===== config.mk =====
export PLATFORM = sky130hd
export DESIGN_NAME = dma_chan
export DESIGN_NICKNAME = d
export VERILOG_FILES = /design/src/rtl/dma_pkg.sv /design/src/rtl/dma_csr.sv /design/src/rtl/dma_seq.sv /design/src/rtl/dma_chan.sv
export SDC_FILE = /design/constraint.sdc
export NUM_CORES = 1
export LEC_CHECK = 0
export BUFFER_PORTS_ARGS = -buffer_cell sky130_fd_sc_hd__buf_2
export CAP_MARGIN = 20
export CORE_MARGIN = 8
export CORE_UTILIZATION = 50
export DETAILED_ROUTE_END_ITERATION = 10
export PLACE_DENSITY = 0.95
export SLEW_MARGIN = 25
export SYNTH_ARGS = -nofsm -noshare
export SYNTH_HDL_FRONTEND = slang
export SYNTH_SLANG_ARGS = --single-unit

===== constraint.sdc =====
create_clock -name clk -period 4.25 [get_ports clk]
set_clock_uncertainty 0.1 [all_clocks]
set_input_delay 0.425 -clock clk [delete_from_list [all_inputs] [get_ports clk]]
set_output_delay 0.425 -clock clk [all_outputs]
set_load 0.01 [all_outputs]

===== src/rtl/dma_pkg.sv =====
package dma_pkg;
    localparam int REG_W = 32;

    localparam logic [1:0] OFS_ADDR = 2'd0;
    localparam logic [1:0] OFS_CNT  = 2'd1;
    localparam logic [1:0] OFS_CTRL = 2'd2;

    localparam int B_DIR   = 0;
    localparam int B_DONE  = 1;
    localparam int B_BURST = 2;
    localparam int B_ERR   = 3;
    localparam int B_START = 4;
    localparam int B_IE    = 30;
    localparam int B_IRQ   = 31;

    typedef enum logic [2:0] {
        S_IDLE,
        S_DEVIN,
        S_BUSREQ,
        S_MEMCYC,
        S_DEVOUT
    } seq_state_t;
endpackage


===== src/rtl/dma_csr.sv =====
module dma_csr
    import dma_pkg::*;
#(
    parameter int AW = 16,
    parameter int CW = 16
) (
    input  logic             clk,
    input  logic             rst_n,
    input  logic             reg_en,
    input  logic             reg_we,
    input  logic [1:0]       reg_addr,
    input  logic [REG_W-1:0] reg_wdata,
    output logic [REG_W-1:0] reg_rdata,
    input  logic             busy,
    input  logic             word_step,
    input  logic             fin,
    output logic             start_go,
    output logic             dir_eff,
    output logic             burst_eff,
    output logic             cnt_zero,
    output logic             cnt_last,
    output logic [AW-1:0]    addr_out,
    output logic             irq
);
    logic [AW-1:0] addr_q;
    logic [CW-1:0] cnt_q;
    logic          dir_q, burst_q, ie_q, done_q, err_q, irq_q;
    logic          wr, rd_ctrl, start_wr, ie_eff;
    logic [REG_W-1:0] ctrl_view;
    logic          unused_wbits;

    assign unused_wbits = ^reg_wdata;

    assign wr        = reg_en && reg_we;
    assign rd_ctrl   = reg_en && !reg_we && (reg_addr == OFS_CTRL);
    assign start_wr  = wr && (reg_addr == OFS_CTRL) && reg_wdata[B_START];
    assign start_go  = start_wr && !busy;
    assign dir_eff   = start_go ? reg_wdata[B_DIR]   : dir_q;
    assign burst_eff = start_go ? reg_wdata[B_BURST] : burst_q;
    assign ie_eff    = start_go ? reg_wdata[B_IE]    : ie_q;
    assign cnt_zero  = (cnt_q == '0);
    assign cnt_last  = (cnt_q == CW'(1));
    assign addr_out  = addr_q;
    assign irq       = irq_q;

    always_ff @(posedge clk) begin
        if (!rst_n) begin
            addr_q  <= '0;
            cnt_q   <= '0;
            dir_q   <= 1'b0;
            burst_q <= 1'b0;
            ie_q    <= 1'b0;
            done_q  <= 1'b0;
            err_q   <= 1'b0;
            irq_q   <= 1'b0;
        end else begin
            if (wr && !busy) begin
                case (reg_addr)
                    OFS_ADDR: addr_q <= reg_wdata[AW-1:0];
                    OFS_CNT:  cnt_q  <= reg_wdata[CW-1:0];
                    OFS_CTRL: begin
                        dir_q   <= reg_wdata[B_DIR];
                        burst_q <= reg_wdata[B_BURST];
                        ie_q    <= reg_wdata[B_IE];
                    end
                    default: ;
                endcase
            end
            if (word_step) begin
                addr_q <= addr_q + AW'(1);
                cnt_q  <= cnt_q - CW'(1);
            end
            if (start_go) begin
                done_q <= 1'b0;
                irq_q  <= 1'b0;
                err_q  <= 1'b0;
            end else if (start_wr) begin
                err_q <= 1'b1;
            end
            if (rd_ctrl) irq_q <= 1'b0;
            if (fin) begin
                done_q <= 1'b1;
                if (ie_eff) irq_q <= 1'b1;
            end
        end
    end

    always_comb begin
        ctrl_view          = '0;
        ctrl_view[B_DIR]   = dir_q;
        ctrl_view[B_DONE]  = done_q;
        ctrl_view[B_BURST] = burst_q;
        ctrl_view[B_ERR]   = err_q;
        ctrl_view[B_IE]    = ie_q;
        ctrl_view[B_IRQ]   = irq_q;
    end

    always_comb begin
        case (reg_addr)
            OFS_ADDR: reg_rdata = REG_W'(addr_q);
            OFS_CNT:  reg_rdata = REG_W'(cnt_q);
            OFS_CTRL: reg_rdata = ctrl_view;
            default:  reg_rdata = '0;
        endcase
    end

    // each completed word advances address by one and lowers count by one
    assert_step_R2: assert property (@(posedge clk) disable iff (!rst_n)
        word_step |=> (addr_q == $past(addr_q) + AW'(1)) && (cnt_q == $past(cnt_q) - CW'(1)));

    // completion flag never reads 1 while a block runs
    assert_done_busy_R5: assert property (@(posedge clk) disable iff (!rst_n)
        busy |-> !done_q);

    // completion sets done and sets irq exactly when enabled
    assert_done_irq_R6: assert property (@(posedge clk) disable iff (!rst_n)
        fin |=> done_q && (irq_q == $past(ie_eff)));

    // status read without a coincident completion clears the interrupt
    assert_irq_clear_R7: assert property (@(posedge clk) disable iff (!rst_n)
        (rd_ctrl && !fin) |=> !irq_q);

    // launch while busy raises the error flag
    assert_busy_err_R11: assert property (@(posedge clk) disable iff (!rst_n)
        (start_wr && busy) |=> err_q);
endmodule


===== src/rtl/dma_seq.sv =====
module dma_seq
    import dma_pkg::*;
#(
    parameter int DW = 32
) (
    input  logic          clk,
    input  logic          rst_n,
    input  logic          start_go,
    input  logic          dir,
    input  logic          burst,
    input  logic          cnt_zero,
    input  logic          cnt_last,
    input  logic          bus_gnt,
    output logic          bus_req,
    input  logic          mem_wait,
    output logic          mem_valid,
    output logic          mem_we,
    input  logic [DW-1:0] mem_rdata,
    output logic [DW-1:0] mem_wdata,
    output logic          dev_out_valid,
    input  logic          dev_out_ready,
    output logic [DW-1:0] dev_out_data,
    input  logic          dev_in_valid,
    output logic          dev_in_ready,
    input  logic [DW-1:0] dev_in_data,
    output logic          word_step,
    output logic          fin,
    output logic          busy
);
    seq_state_t    state_q, state_d;
    logic          own_q;
    logic [DW-1:0] data_q;

    always_comb begin
        state_d   = state_q;
        fin       = 1'b0;
        word_step = 1'b0;
        unique case (state_q)
            S_IDLE: begin
                if (start_go) begin
                    if (cnt_zero)  fin = 1'b1;
                    else if (dir)  state_d = S_BUSREQ;
                    else           state_d = S_DEVIN;
                end
            end
            S_DEVIN: begin
                if (dev_in_valid)
                    state_d = (burst && own_q) ? S_MEMCYC : S_BUSREQ;
            end
            S_BUSREQ: begin
                if (bus_gnt) state_d = S_MEMCYC;
            end
            S_MEMCYC: begin
                if (!mem_wait) begin
                    word_step = 1'b1;
                    if (dir) begin
                        state_d = S_DEVOUT;
                    end else if (cnt_last) begin
                        fin     = 1'b1;
                        state_d = S_IDLE;
                    end else begin
                        state_d = S_DEVIN;
                    end
                end
            end
            S_DEVOUT: begin
                if (dev_out_ready) begin
                    if (cnt_zero) begin
                        fin     = 1'b1;
                        state_d = S_IDLE;
                    end else begin
                        state_d = burst ? S_MEMCYC : S_BUSREQ;
                    end
                end
            end
            default: state_d = S_IDLE;
        endcase
    end

    always_ff @(posedge clk) begin
        if (!rst_n) begin
            state_q <= S_IDLE;
            own_q   <= 1'b0;
            data_q  <= '0;
        end else begin
            state_q <= state_d;
            if (state_d == S_IDLE)
                own_q <= 1'b0;
            else if (state_q == S_BUSREQ && bus_gnt)
                own_q <= 1'b1;
            if (state_q == S_DEVIN && dev_in_valid)
                data_q <= dev_in_data;
            else if (state_q == S_MEMCYC && !mem_wait && dir)
                data_q <= mem_rdata;
        end
    end

    always_comb begin
        busy          = (state_q != S_IDLE);
        mem_valid     = (state_q == S_MEMCYC);
        mem_we        = (state_q == S_MEMCYC) && !dir;
        dev_in_ready  = (state_q == S_DEVIN);
        dev_out_valid = (state_q == S_DEVOUT);
        bus_req       = (state_q == S_BUSREQ) || (state_q == S_MEMCYC) ||
                        (burst && own_q && (state_q == S_DEVIN || state_q == S_DEVOUT));
        mem_wdata     = data_q;
        dev_out_data  = data_q;
    end

    // stealing mode gives the bus back after every word
    assert_steal_release_R9: assert property (@(posedge clk) disable iff (!rst_n)
        (!burst && word_step) |=> !bus_req);

    // burst mode keeps the request from first grant to block end
    assert_burst_hold_R10: assert property (@(posedge clk) disable iff (!rst_n)
        (burst && own_q && busy && !fin) |=> bus_req);

    // memory cycle only under grant
    assert_gnt_R13: assert property (@(posedge clk) disable iff (!rst_n)
        mem_valid |-> bus_gnt);
endmodule


===== src/rtl/dma_chan.sv =====
module dma_chan
    import dma_pkg::*;
#(
    parameter int AW = 16,
    parameter int CW = 16,
    parameter int DW = 32
) (
    input  logic          clk,
    input  logic          rst_n,
    input  logic          reg_en,
    input  logic          reg_we,
    input  logic [1:0]    reg_addr,
    input  logic [31:0]   reg_wdata,
    output logic [31:0]   reg_rdata,
    output logic          irq,
    output logic          bus_req,
    input  logic          bus_gnt,
    output logic          mem_valid,
    output logic          mem_we,
    output logic [AW-1:0] mem_addr,
    output logic [DW-1:0] mem_wdata,
    input  logic [DW-1:0] mem_rdata,
    input  logic          mem_wait,
    output logic          dev_out_valid,
    input  logic          dev_out_ready,
    output logic [DW-1:0] dev_out_data,
    input  logic          dev_in_valid,
    output logic          dev_in_ready,
    input  logic [DW-1:0] dev_in_data
);
    logic start_go, dir_eff, burst_eff, cnt_zero, cnt_last;
    logic word_step, fin, busy;

    dma_csr #(.AW(AW), .CW(CW)) u_csr (
        .clk       (clk),
        .rst_n     (rst_n),
        .reg_en    (reg_en),
        .reg_we    (reg_we),
        .reg_addr  (reg_addr),
        .reg_wdata (reg_wdata),
        .reg_rdata (reg_rdata),
        .busy      (busy),
        .word_step (word_step),
        .fin       (fin),
        .start_go  (start_go),
        .dir_eff   (dir_eff),
        .burst_eff (burst_eff),
        .cnt_zero  (cnt_zero),
        .cnt_last  (cnt_last),
        .addr_out  (mem_addr),
        .irq       (irq)
    );

    dma_seq #(.DW(DW)) u_seq (
        .clk           (clk),
        .rst_n         (rst_n),
        .start_go      (start_go),
        .dir           (dir_eff),
        .burst         (burst_eff),
        .cnt_zero      (cnt_zero),
        .cnt_last      (cnt_last),
        .bus_gnt       (bus_gnt),
        .bus_req       (bus_req),
        .mem_wait      (mem_wait),
        .mem_valid     (mem_valid),
        .mem_we        (mem_we),
        .mem_rdata     (mem_rdata),
        .mem_wdata     (mem_wdata),
        .dev_out_valid (dev_out_valid),
        .dev_out_ready (dev_out_ready),
        .dev_out_data  (dev_out_data),
        .dev_in_valid  (dev_in_valid),
        .dev_in_ready  (dev_in_ready),
        .dev_in_data   (dev_in_data),
        .word_step     (word_step),
        .fin           (fin),
        .busy          (busy)
    );

    // a stalled cycle keeps address, data and direction
    assert_hold_R12: assert property (@(posedge clk) disable iff (!rst_n)
        (mem_valid && mem_wait) |=> mem_valid && $stable(mem_addr) &&
                                    $stable(mem_wdata) && $stable(mem_we));
endmodule


==> summary.txt, run 1 <==
run status: finished clean
leak pwr: 2.67 nW
TritonRoute pass-1 iters: 5
met2 global-route usage: 38.2%
syn avg cell area: 8.13 sq um
cell count after placement: 775
fin util: 61.2%
Port Buf Inserts: 194
critical-path maximum fanout: 11
vias in the first global route: 4,475
clk buf depth: 2
WL per Instance: 18.6 microns
most frequent cells in the layout: 194 x buf_2, 74 x dfxtp_1, 59 x a21oi_1
overall power: 0.00150 W
Final Hold Fails: 0
fmax: 329 MHz
startpoint types: register
GRT busiest layer: met2
biggest area consumer among synthesized cells: dfxtp_1
worst skew pair latency: 0.35 ns
slew margin rel.: 31.3%
Starting Density: 50.9%
total track usage: 22.6%
period utilization: 71.5%
DRT iter0 DRCs: 411
Die Wd: 110 microns
worst min-delay path startpoint: reg_wdata[15]
Synth Area in Compound Gates: 21.2%
Max-Cap Viols: 0
worst r2r src: u_seq.state_q[1]$_SDFF_PN0_
commonest non-fill, non-tap cell in the layout: buf_2
Die ar.: 12,100 sq um
Pwr Density: 284 nW/um^2
Post-Syn Instances: 541
Critical Path End Type: output pin
core area: 8640 sq um
largest family of logic cells by synthesized area: compound AO/OA/AOI/OAI gates
HPWL Detailed: 11,100 microns
largest net degree at the start of global routing: 65
Reg2Reg Depth: 5
row count: 34
routability cong.: 0.921
cts bufs inserted: 9
# nets final: 787
Die H: 110 microns
Setup Fix Bufs, Post-CTS: 0
final setup TNS: 0 ns
DR vias/cell: 5.95
first-pass GRT wire length: 21,800 microns
Worst-path clk slew: 0.08 ns
# fillers: 767
synthesized area: 4400 sq um
Ys Warns: 0
top post-synthesis cells by area: dfxtp_1 34%, mux2i_1 12%, buf_4 7.9%
Tmin final: 3.04 ns
XOR/XNOR Fraction of Synth Area: 0.199%
Worst Setup EP: bus_req
Crit Path Category: register to output pin
# IOs: 224
Worst Hold Class: primary input to register
Reg-to-Reg End: u_csr.cnt_q[14]$_SDFFE_PN0P_
DRC Markers: 0
top-area cell type share of the netlist area: 33.7%
Max VDD drop: 0.000175 V
Slew Limit Fails: 0
CP required: 3.72 ns
Synth Area in Simple Gates: 18.7%
ratio of cells with drive above 1 in the final layout: 33.1%
post-synthesis mux area share: 12.8%
final std cells w/o fill: 791
post-synth cell types: 60
GRT overflow: 0
Root Buffer: clkbuf_8
Yosys reg bits: 74
Post-synth EDFFs: 0
CP startpoint: u_seq.state_q[1]$_SDFF_PN0_
Layout area overhead: 20.3%
antenna violations before repair: 0
CTS tree: built
actual slew at the worst max-slew pin: 1.03 ns
CTS Hold Buffers Added: 0
clock tree sinks: 74
met3 Use GR: 5.39%
DR vias: 4,707
final setup vio count: 0
RSZ-0062 raised after global routing: false
M1 GR Usage: 26.4%
Final ANT Viol Nets: 0
Resized Gates After CTS: 0
CTS H-tree lvls: 3
asr flop ratio synth: 0%
r2r setup slk: 1.87 ns
synthesized-area fraction occupied by adder cells: 0.854%
final wirelength: 14,700 microns
antenna fix cells: 0
CP arrival: 2.52 ns
post-synthesis sequential area ratio: 33.7%
main flop type after synthesis: dfxtp_1
==> through the flow <==
stage	hold slack (ns)	area, sq um	setup slack, ns
after floorplan	0.332	4450	1.79
after global placement	0.349	5070	1.37
after detailed placement	0.358	5070	1.29
after CTS	0.222	5290	1.25
after global routing	0.254	5290	1.07
final	0.240	5290	1.21
==> report_power, final <==
| group | internal [W] | switching, W |
|---|---|---|
| registers | 0.000704 | 0.0000164 |
| clock network | 0.000345 | 0.000267 |
| logic | 0.0000717 | 0.0000990 |
| total | 0.00112 | 0.000382 |
==> layout make-up <==
| class | instances | area, sq um | area share [%] |
|---|---|---|---|
| Clock buffer | 11 | 141 | 2.67 |
| Clock inverter | 5 | 77.6 | 1.47 |
| Inverter | 8 | 30.0 | 0.568 |
| Multi-Input combinational cell | 387 | 2420 | 45.8 |
| Sequential cell | 74 | 1480 | 28.0 |
| Tap cell | 108 | 135 | 2.56 |
| Timing Repair Buffer | 198 | 1000 | 18.9 |
==> Yosys cell counts, types with 2 or more instances <==
master	number
mux2_2	3
nor2b_1	5
nor4_1	8
and2_1	4
and4_1	2
a31oi_1	5
and3_1	13
a211oi_1	6
buf_2	12
dfxtp_1	74
o211ai_1	7
nand2_1	26
a311oi_1	4
nand4_1	7
a41oi_1	3
clkbuf_1	24
or3_4	2
nand2b_1	2
inv_1	8
nor2_1	47
a32oi_1	2
ha_1	3
a21oi_1	59
a22oi_1	5
o21ai_0	50
nor3b_1	4
nand3_1	15
mux2i_1	53
buf_4	46
or2_2	2
nor3_1	11
==> cell families after synthesis <==
logic type                 after synthesis
AOI/OAI and AO/OA                      157
and+or+nand+nor                        156
buffers and inverters                   93
DFF                                     74
muxes                                   56
adders and majority gates                3
other                                    1
xor gates and xnor gates                 1
==> how the worst min path moves through the flow <==
stage / to / slack (ns) / cells past startpoint
2_1_floorplan: u_csr.done_q$_SDFFE_PN0P_ / 0.33 / 2
3_3_place_gp: u_csr.done_q$_SDFFE_PN0P_ / 0.35 / 2
5_1_grt: u_csr.cnt_q[13]$_SDFFE_PN0P_ / 0.25 / 3
4_1_cts: u_csr.addr_out[15]$_SDFFE_PN0P_ / 0.22 / 3
6_report: u_csr.addr_out[15]$_SDFFE_PN0P_ / 0.24 / 3
3_5_place_dp: u_csr.done_q$_SDFFE_PN0P_ / 0.36 / 2
==> flip-flops by register name, summed over array words and instances, names as in the netlist, 3 cells and up <==
name                flops
u_csr.addr_out         16
u_csr.cnt_q            16
u_seq.dev_out_data     32
u_seq.state_q           3
==> critical path, stage by stage (launching register included) <==
cell,delay (ns)
dfxtp_1,0.39
nor2_1,0.49
and4_1,0.44
mux2_2,0.38
a31oi_1,0.19
o21ai_0,0.12
buf_2,0.17
==> layer usage <==
metal / share of wire (%) / vias up
met1: 36 / 2194
li1: - / 2178
met2: 50 / 280
met4: 3.7 / 0
met3: 10 / 55
met5: 0 / -
(Power assumes the default switching activity.)
==> run 2: changes to the inputs <==
Settings changed: CORE_UTILIZATION 50 to 46, PLACE_DENSITY 0.95 to 0.9.
Clock period 4.25 ns to 2.8 ns, I/O delays scaled along.
==> run 2 against run 1 <==
Power rose by 52%. Clock power grew 51%. Final cell count increased by 3.5%. Core utilization decreased by 2.9 points. Design area grew 1.9%. Clock-buffer cell count decreased by 1. Hold slack got worse by 0.15 ns. First-iteration DRC count up 5.4%. Combinational power up 55%. Die area rose by 7.4%. Routed wire length down 1.9%. Largest power group unchanged.
==> summary.txt, run 2 (same netlist as run 1, synthesis figures left out) <==
Reg2Reg Depth: 6
antenna violations before repair: 0
DR vias/cell: 5.65
Worst Setup EP: bus_req
Root Buffer: clkbuf_8
CP startpoint: u_seq.state_q[2]$_SDFF_PN0_
worst r2r src: u_seq.state_q[2]$_SDFF_PN0_
total track usage: 21.0%
overall power: 0.00228 W
first-pass GRT wire length: 22,300 microns
slowest CP cell: dfxtp_1
number of flip-flops in the largest register: 32
Setup Fix Bufs, Post-CTS: 0
GRT overflow: 0
TritonRoute pass-1 iters: 6
final setup TNS: 0 ns
DRT iter0 DRCs: 433
Die ar.: 12,900 sq um
clock tree sinks: 74
crit path cell chain: and3b_2 > and4_1 > mux2_2 > a31oi_1 > o21ai_0 > buf_2
HPWL Detailed: 10,900 microns
startpoint types: register
cts bufs inserted: 9
critical-path maximum fanout: 12
# IOs: 224
CP required: 2.42 ns
DRC Markers: 0
CTS Hold Buffers Added: 0
Hold Path Cell Cnt: 3
# nets final: 795
Slew Limit Fails: 0
Port Buf Inserts: 194
Die Wd: 114 microns
final wirelength: 14,400 microns
Final Instance Area: 5390 sq um
Final Hold Fails: 0
RSZ-0062 raised after global routing: false
clk buf depth: 2
vias in the first global route: 4,291
Starting Density: 47.6%
row count: 35
antenna fix cells: 0
WL per Instance: 17.6 microns
DR vias: 4,628
fmax: 377 MHz
placed cell areas: 5170 sq um
run status: finished clean
Crit Path Category: register to output pin
Tmin final: 2.65 ns
slowest stage delay, CP: 0.43 ns
worst min-delay path startpoint: reg_wdata[30]
Critical Path End Type: output pin
actual slew at the worst max-slew pin: 0.658 ns
Die H: 114 microns
Max-Cap Viols: 0
most frequent cells in the layout: 194 x buf_2, 74 x dfxtp_1, 59 x a21oi_1
CTS H-tree lvls: 3
fin util: 58.3%
CP arrival: 2.27 ns
final setup vio count: 0
worst skew pair latency: 0.34 ns
routability cong.: 0.866
Layout area overhead: 22.5%
commonest non-fill, non-tap cell in the layout: buf_2
r2r setup slk: 0.63 ns
CTS tree: built
Hold WS: 0.0914 ns
slew margin rel.: 55.7%
Worst Hold Class: primary input to register
period utilization: 94.6%
Max VDD drop: 0.000287 V
Final ANT Viol Nets: 0
core area: 9240 sq um
ratio of cells with drive above 1 in the final layout: 34.2%
Reg-to-Reg End: u_csr.addr_out[15]$_SDFFE_PN0P_
# fillers: 855
Worst-path clk slew: 0.08 ns
Pwr Density: 423 nW/um^2
leak pwr: 2.72 nW
largest net degree at the start of global routing: 66
-- run 2: cell types whose count changed in the layout (fill, tap and decap cells not counted), sizes merged --
cell / previous run / this run
buf: 198 / 206
clkbuf: 11 / 10
clkinvlp: 1 / 0
inv: 7 / 8
-- run 2: what timing repair did --
item                                   4_1_cts  5_1_grt
resized for setup                            0        1
setup endpoints to repair                    0        1
endpoints found under the hold margin        0        0
-- run 2: worst max-delay path, delay by kind of cell (launching register included) --
family	cells	cell delay (ns)
AOI/OAI and AO/OA	2	0.24
buffers and inverters	1	0.16
DFF	1	0.43
muxes	1	0.39
and+or+nand+nor	2	0.73
-- run 2: through the flow --
| stage | cells | worst slack (ns) |
|---|---|---|
| after floorplan | 554 | 0.631 |
| after global placement | 804 | 0.530 |
| after detailed placement | 804 | 0.500 |
| after CTS | 819 | 0.108 |
| after global routing | 819 | 0.00777 |
| final | 819 | 0.150 |
-- run 2: worst min-delay path by stage --
stage | to | slack, ns
after floorplan | u_csr.addr_out[15]$_SDFFE_PN0P_ | 0.32
after global placement | u_csr.done_q$_SDFFE_PN0P_ | 0.35
after detailed placement | u_csr.done_q$_SDFFE_PN0P_ | 0.36
after CTS | u_csr.ie_q$_SDFFE_PN0P_ | 0.08
after global routing | u_csr.addr_out[15]$_SDFFE_PN0P_ | 0.08
final | u_csr.ie_q$_SDFFE_PN0P_ | 0.09
-- run 2: cell type report --
class | instances | area [sq um] | area share (%)
multi-input combinational | 387 | 2420 | 45.0
timing repair buffer | 206 | 1070 | 19.9
clock buffer | 10 | 138 | 2.55
tap | 129 | 161 | 3.00
sequential | 74 | 1480 | 27.5
clock inverter | 5 | 78.8 | 1.46
inverter | 8 | 30.0 | 0.557
-- run 2: routing by layer --
metal	track usage [%]	share of wire (%)
met1	26.2	40
met2	34.6	49
met3	5.07	9.0
met4	7.28	1.6
met5	0	0
-- run 2: where the power goes --
part / total [W] / leakage, nW / switching (W) / internal, W
combinational: 0.000265 / 2.01 / 0.000151 / 0.000114
sequential: 0.00109 / 0.598 / 0.0000246 / 0.00107
clock: 0.000923 / 0.112 / 0.000403 / 0.000520
